===== src/rtl/pix_stamp_pkg.sv =====
package pix_stamp_pkg;
  localparam int unsigned TS_W = 8;
  typedef logic [TS_W-1:0] ts_t;

  function automatic ts_t to_gray(ts_t b);
    return b ^ (b >> 1);
  endfunction
endpackage


===== src/rtl/gray_ts_counter.sv =====
module gray_ts_counter
  import pix_stamp_pkg::*;
(
  input  logic clk_i,
  input  logic rst_ni,
  input  logic adv_i,
  output ts_t  gray_o
);
  ts_t bin_q, bin_nxt, gray_q;

  assign bin_nxt = bin_q + ts_t'(1);

  always_ff @(posedge clk_i or negedge rst_ni) begin
    if (!rst_ni) begin
      bin_q  <= '0;
      gray_q <= '0;
    end else if (adv_i) begin
      bin_q  <= bin_nxt;
      gray_q <= to_gray(bin_nxt);
    end
  end

  assign gray_o = gray_q;
endmodule


===== src/rtl/hit_edge_sync.sv =====
module hit_edge_sync #(
  parameter int unsigned STAGES = 2
) (
  input  logic clk_i,
  input  logic rst_ni,
  input  logic hit_i,
  output logic rise_o
);
  localparam int unsigned DEPTH = STAGES + 1;
  logic [DEPTH-1:0] sh_q;

  always_ff @(posedge clk_i or negedge rst_ni) begin
    if (!rst_ni) sh_q <= '0;
    else         sh_q <= {sh_q[DEPTH-2:0], hit_i};
  end

  // edge seen after STAGES synchronizer flops
  assign rise_o = sh_q[STAGES-1] & ~sh_q[STAGES];
endmodule


===== src/rtl/pix_hit_store.sv =====
module pix_hit_store
  import pix_stamp_pkg::*;
(
  input  logic clk_i,
  input  logic rst_ni,
  input  logic rise_i,
  input  logic report_i,
  input  logic clear_i,
  input  ts_t  gray_i,
  output logic flag_o,
  output ts_t  stamp_o
);
  logic flag_q;
  ts_t  stamp_q;

  always_ff @(posedge clk_i or negedge rst_ni) begin
    if (!rst_ni) begin
      flag_q  <= 1'b0;
      stamp_q <= '0;
    end else if (clear_i) begin
      flag_q  <= 1'b0;
      stamp_q <= '0;
    end else if (rise_i && !report_i && !flag_q) begin
      flag_q  <= 1'b1;
      stamp_q <= gray_i;
    end
  end

  assign flag_o  = flag_q;
  assign stamp_o = stamp_q;
endmodule


===== src/rtl/pix_stamp_top.sv =====
module pix_stamp_top
  import pix_stamp_pkg::*;
#(
  parameter int unsigned SYNC_STAGES = 2
) (
  input  logic            clk_i,
  input  logic            rst_ni,
  input  logic            ts_adv_i,
  input  logic            mode_report_i,
  input  logic            hit_i,
  input  logic            sel_i,
  input  logic            done_i,
  output logic [TS_W-1:0] gray_o,
  output logic            hit_flag_o,
  output logic [TS_W-1:0] stamp_o,
  output logic            release_o
);
  ts_t  gray_w;
  ts_t  stamp_held;
  logic hit_stored;
  logic hit_rise;
  logic clear_w;

  gray_ts_counter u_cnt (
    .clk_i  (clk_i),
    .rst_ni (rst_ni),
    .adv_i  (ts_adv_i),
    .gray_o (gray_w)
  );

  hit_edge_sync #(.STAGES(SYNC_STAGES)) u_sync (
    .clk_i  (clk_i),
    .rst_ni (rst_ni),
    .hit_i  (hit_i),
    .rise_o (hit_rise)
  );

  assign clear_w = sel_i & done_i & mode_report_i;

  pix_hit_store u_store (
    .clk_i    (clk_i),
    .rst_ni   (rst_ni),
    .rise_i   (hit_rise),
    .report_i (mode_report_i),
    .clear_i  (clear_w),
    .gray_i   (gray_w),
    .flag_o   (hit_stored),
    .stamp_o  (stamp_held)
  );

  assign gray_o     = gray_w;
  assign hit_flag_o = hit_stored & mode_report_i;
  assign stamp_o    = (hit_stored && mode_report_i) ? stamp_held : '0;
  assign release_o  = sel_i & mode_report_i & hit_stored;
endmodule


===== config.mk =====
export PLATFORM = sky130hd
export DESIGN_NAME = pix_stamp_top
export DESIGN_NICKNAME = d
export VERILOG_FILES = /design/src/rtl/pix_stamp_pkg.sv /design/src/rtl/gray_ts_counter.sv /design/src/rtl/hit_edge_sync.sv /design/src/rtl/pix_hit_store.sv /design/src/rtl/pix_stamp_top.sv
export SDC_FILE = /design/constraint.sdc
export NUM_CORES = 1
export LEC_CHECK = 0
export ABC_AREA = 1
export BUFFER_PORTS_ARGS = -buffer_cell sky130_fd_sc_hd__clkbuf_2
export CORE_ASPECT_RATIO = 1.5
export CORE_MARGIN = 2
export CORE_UTILIZATION = 52
export DETAILED_ROUTE_END_ITERATION = 16
export PLACE_DENSITY_LB_ADDON = 0.25
export SYNTH_ARGS = -nofsm -noshare
export SYNTH_HDL_FRONTEND = slang
export SYNTH_SLANG_ARGS = --single-unit

===== constraint.sdc =====
create_clock -name clk_i -period 3 [get_ports clk_i]
set_input_delay 0.9 -clock clk_i [delete_from_list [all_inputs] [get_ports clk_i]]
set_output_delay 0.9 -clock clk_i [all_outputs]
set_load 0.01 [all_outputs]

==> Word-level counts from Yosys, hierarchy flattened <==
Cells that the tools add are included.
{ "op_classes": {"add_sub_neg": 1, "mux": 5, "bitwise_logic": 8, "reduce_logical": 6} }
{ "ops": {"columns": ["op", "count"], "rows": [
  ["8-bit 2-to-1 mux", 3],
  ["8-bit by 1-bit adder with 8-bit output (second input constant)", 1],
  ["8-bit by 7-bit bitwise XOR with 8-bit output", 1],
  ["1-bit AND", 6],
  ["1-bit logical AND", 3],
  ["1-bit zero test", 2],
  ["1-bit 2-to-1 mux", 2],
  ["2-bit nonzero test", 1],
  ["1-bit inverter", 1]
]} }
{ "word_totals": {"regBits": 28, "input_bits": 7, "out_inout_bits": 18, "word_cells": 25} }

==> Longest topological paths before layout <==
{ "logic_depth": {"word_depth": 6, "depth_mapped": 8, "depth_no_buf": 8} }

==> Cells and area by module <==
A second synthesis with hierarchy kept.
{ "hier_totals": {"cells_unflattened": 178, "hier_area_um2": 1382.6} }
{ "by_module_without_submodules": {"columns": ["module", "instances", "cells_each", "area_each_um2", "seq_area_each_um2"], "rows": [
  ["gray_ts_counter", 1, 110, 810.8, 375.4],
  ["pix_hit_store", 1, 41, 401.6, 225.2],
  ["hit_edge_sync", 1, 5, 85.1, 75.1],
  ["pix_stamp_top", 1, 22, 85.1, 0.0]
]} }

==> Least setup slack after synthesis <==
OpenSTA, ideal clock, no wires.
{ "synth_timing": {"kind": "input-to-output", "from": "in mode_report_i", "to": "out release_o", "arrival_time_ps": 1242, "t_required_ps": 2100, "setup_slack_ps": 858, "cell_stages": 2, "path_buffers": 0, "cell_sequence": "nand2_1 > nor2_1"} }
{ "synth_between": {"elab_chain_len": 2} }
{ "synth_lines": {"columns": ["element", "line", "source"], "rows": [
  ["start: declaration", "pix_stamp_top.sv:9", "input logic mode_report_i,"],
  ["1-bit AND (2 in a row)", "pix_stamp_top.sv:54", "assign release_o = sel_i & mode_report_i & hit_stored;"],
  ["end: declaration", "pix_stamp_top.sv:16", "output logic release_o"]
]} }
Every way passes these cells.

==> Worst setup path after layout <==
{ "layout_timing": {"from": "in mode_report_i", "to": "out stamp_o[3]"} }
{ "layout_between": {"elab_chain_len": 2} }
{ "layout_lines": {"columns": ["element", "line", "source"], "rows": [
  ["1-bit logical AND", "pix_stamp_top.sv:53", "assign stamp_o = (hit_stored && mode_report_i) ? stamp_held : '0;"],
  ["8-bit 2-to-1 mux", "pix_stamp_top.sv:53", null],
  ["end: declaration", "pix_stamp_top.sv:15", "output logic [TS_W-1:0] stamp_o,"]
]} }
Every way passes these cells.

==> impl_metrics.tcl <==
set metrics [dict create \
    cts_buffers 3 \
    die_w_um 45.1 \
    vdd.ir_drop.worst_uv 525 \
    diodes 0 \
    cts.sinks 27 \
    fp.coreArea_mm2 0.00242 \
    die_area_mm2 0.00296 \
    min_path_type "register to register" \
    clk_path_buf_depth 2 \
    viasPerCell 5.10 \
    critPathTopFamily "simple AND/OR/NAND/NOR gates" \
    setup_viol 0 \
    gr-total-overflow 0 \
    max_slew_margin 0.560 \
    nNetsFinal 188 \
    synth_xor_area_frac 0.0266 \
    hold_slack_ns 0.366 \
    crit_buf_inv 2 \
    synthAdderAreaFrac 0.00949 \
    fin_util 0.602 \
    io_pins 25 \
    die_h_um 65.7 \
    slowest_stage "nand2_1" \
    crit_type "input port to primary output" \
    vias 1035 \
    leakage_nw 0.766 \
    yosys.area.top_type "dfrtp_1" \
    hold_path_depth 0 \
    drtIter0Drc 17 \
    synthTopCellsByArea "dfrtp_1 (51%), nand2_1 (11%), nand3_1 (7.2%)" \
    drive_above_1_share 0.235 \
    fmax_mhz 417 \
    syn_nets 164 \
    fillers 219 \
    status "complete, no violations" \
    drt_first_pass_iters 4 \
    route.antenna.remaining_nets 0 \
    rr_worst_depth 7 \
    path_cells "clkbuf_2 -> nand2_1 -> nor2_1 -> clkbuf_2" \
    hold_end "u_sync.sh_q[1]" \
    min_period_ns 2.40 \
    rows 22 \
    period_share 0.799 \
    ctsRootBufferMaster "clkbuf_4" \
    synth_edf_count 0 \
    clock-skew-final_ns 0.00104 \
    drc 0 \
    post_cts_buffers 0 \
    areaGrowthSynthToFinish_pct 10.6 \
    gp_congestion 0.918 \
    grt_max_degree 28 \
    cts_max_level 1 \
    synth.cell_area_mm2 0.00132 \
    end_kind "primary output" \
    powerDensity_mw_per_mm2 802 \
    ys.flop_type "dfrtp_1" \
    port_buffers 24 \
    synthCells 156 \
    tightest_slew_ns 0.661 \
    cpMostUsedCell "clkbuf_2" \
    synth_top_area_frac 0.512 \
    initial_core_util 0.544 \
    synth_compound_area_frac 0.0740 \
    reg2reg_to "u_cnt.gray_o[2]" \
    crit_arrival_ns 1.50 \
    crit_path_start_kind "input port" \
    async_flop_share 1.00 \
    cts_resized 0 \
    hold_violations 0 \
    synth_top_family_by_area "simple AND/OR/NAND/NOR gates" \
    cts_tree "done" \
    holdCritStartpoint "u_sync.sh_q[0]" \
    groute.usage.overall 0.189 \
    synthSimpleGateAreaFrac 0.299 \
    ys_ff_latch 27 \
    rr_startpoint "u_cnt.bin_q[0]" \
    ctsHoldBuffers 0 \
    crit_required_ns 2.10 \
    regToRegSetupSlack_ns 1.52 \
    insertion_delay_ns 0.33 \
    maxCapViolCount 0 \
    synth_seq_area_share 0.512 \
    tns_ns 0 \
    critPathMaxStageDelay_ns 0.19 \
    critPathMaxFanout 10 \
    synth_common_cells "nand2_1 (40), dfrtp_1 (27), nand3_1 (19), inv_1 (16), nor2_1 (14)" \
    path_clk_slew_ns 0.13 \
    yosysWarnings 0 \
    dp_hpwl_mm 1.69 \
    rsz0062_at_grt "no" \
    synth_mux_area_frac 0 \
    antenna_found_initial 0 \
    wl_mm 2.25 \
    post_drt_wl_per_cell_um 11.1 \
    synth_most_common_cell "nand2_1" \
    power_mw 1.17 \
    grt_pass1_vias 975 \
    finalMaxSlewViolations 0 \
    grt_pass1_wl_mm 4.16 \
    synth.distinct_cells 23 \
    avgSynthCellArea_um2 8.45 \
]
## state kept, by name, indices dropped and copies added (netlist names)
name	cells
u_cnt.bin_q	8
u_cnt.gray_o	7
u_store.flag_o	1
u_store.stamp_o	8
u_sync.sh_q	3
## area by class of cell
class,instances,area (um^2),area share
Multi-Input combinational cell,106,539,0.370
Inverter,18,67.6,0.0463
Sequential cell,27,676,0.463
Timing Repair Buffer,24,120,0.0823
Tap cell,24,30.0,0.0206
Clock buffer,4,26.3,0.0180
## cells in the final DEF, fill, tap and decap left out, drive strengths merged
cell type	n
nand2	45
dfrtp	27
o22ai	1
nand3b	1
nand3	23
ha	1
clkbuf	28
o21bai	2
o221ai	1
nor2	16
inv	18
o21ai	12
xor2	4
## stage by stage
stage          area, um^2  std cells  setup WS [ns]
2_1_floorplan        1320        156          0.858
3_3_place_gp         1430        199          0.603
3_5_place_dp         1430        199          0.577
4_1_cts              1460        203          0.579
5_1_grt              1460        203          0.471
6_report             1460        203          0.604
## worst max path at each step
stage,cells past startpoint,from,to,slack [ns]
5_1_grt,4,mode_report_i,stamp_o[3],0.47
2_1_floorplan,2,mode_report_i,release_o,0.86
3_5_place_dp,4,mode_report_i,stamp_o[3],0.58
4_1_cts,4,mode_report_i,stamp_o[3],0.58
6_report,4,mode_report_i,stamp_o[3],0.60
3_3_place_gp,4,mode_report_i,stamp_o[1],0.60
## worst register-to-register path: stages (launching register included)
cell and delay (ns):
dfrtp_1 0.46, ha_1 0.24, nand2_1 0.16, inv_2 0.07, nor2_1 0.16, nand2_1 0.12, nand3_1 0.10, nand3_1 0.06
## logic make-up after synthesis
family	after synthesis
and+or+nand+nor	85
DFF	27
buffers and inverters	23
AOI/OAI and AO/OA	16
xor gates and xnor gates	4
adders and majority gates	1
## routing by layer
| layer | part of all wire | up-vias | track usage |
|---|---|---|---|
| met5 | 0 | - | 0 |
| met3 | 0.036 | 6 | 0.0165 |
| met2 | 0.50 | 20 | 0.300 |
| met1 | 0.44 | 466 | 0.246 |
| met4 | 0.024 | 0 | 0.103 |
| li1 | - | 543 | - |
## where the power goes
part / switching, mW / total, mW / leakage (nW) / internal [mW]
logic: 0.264 / 0.435 / 0.407 / 0.170
clock network: 0.102 / 0.155 / 0.0150 / 0.0523
registers: 0.0944 / 0.581 / 0.344 / 0.486
total: 0.461 / 1.17 / 0.766 / 0.709
Power figures use the tool's default switching activity.
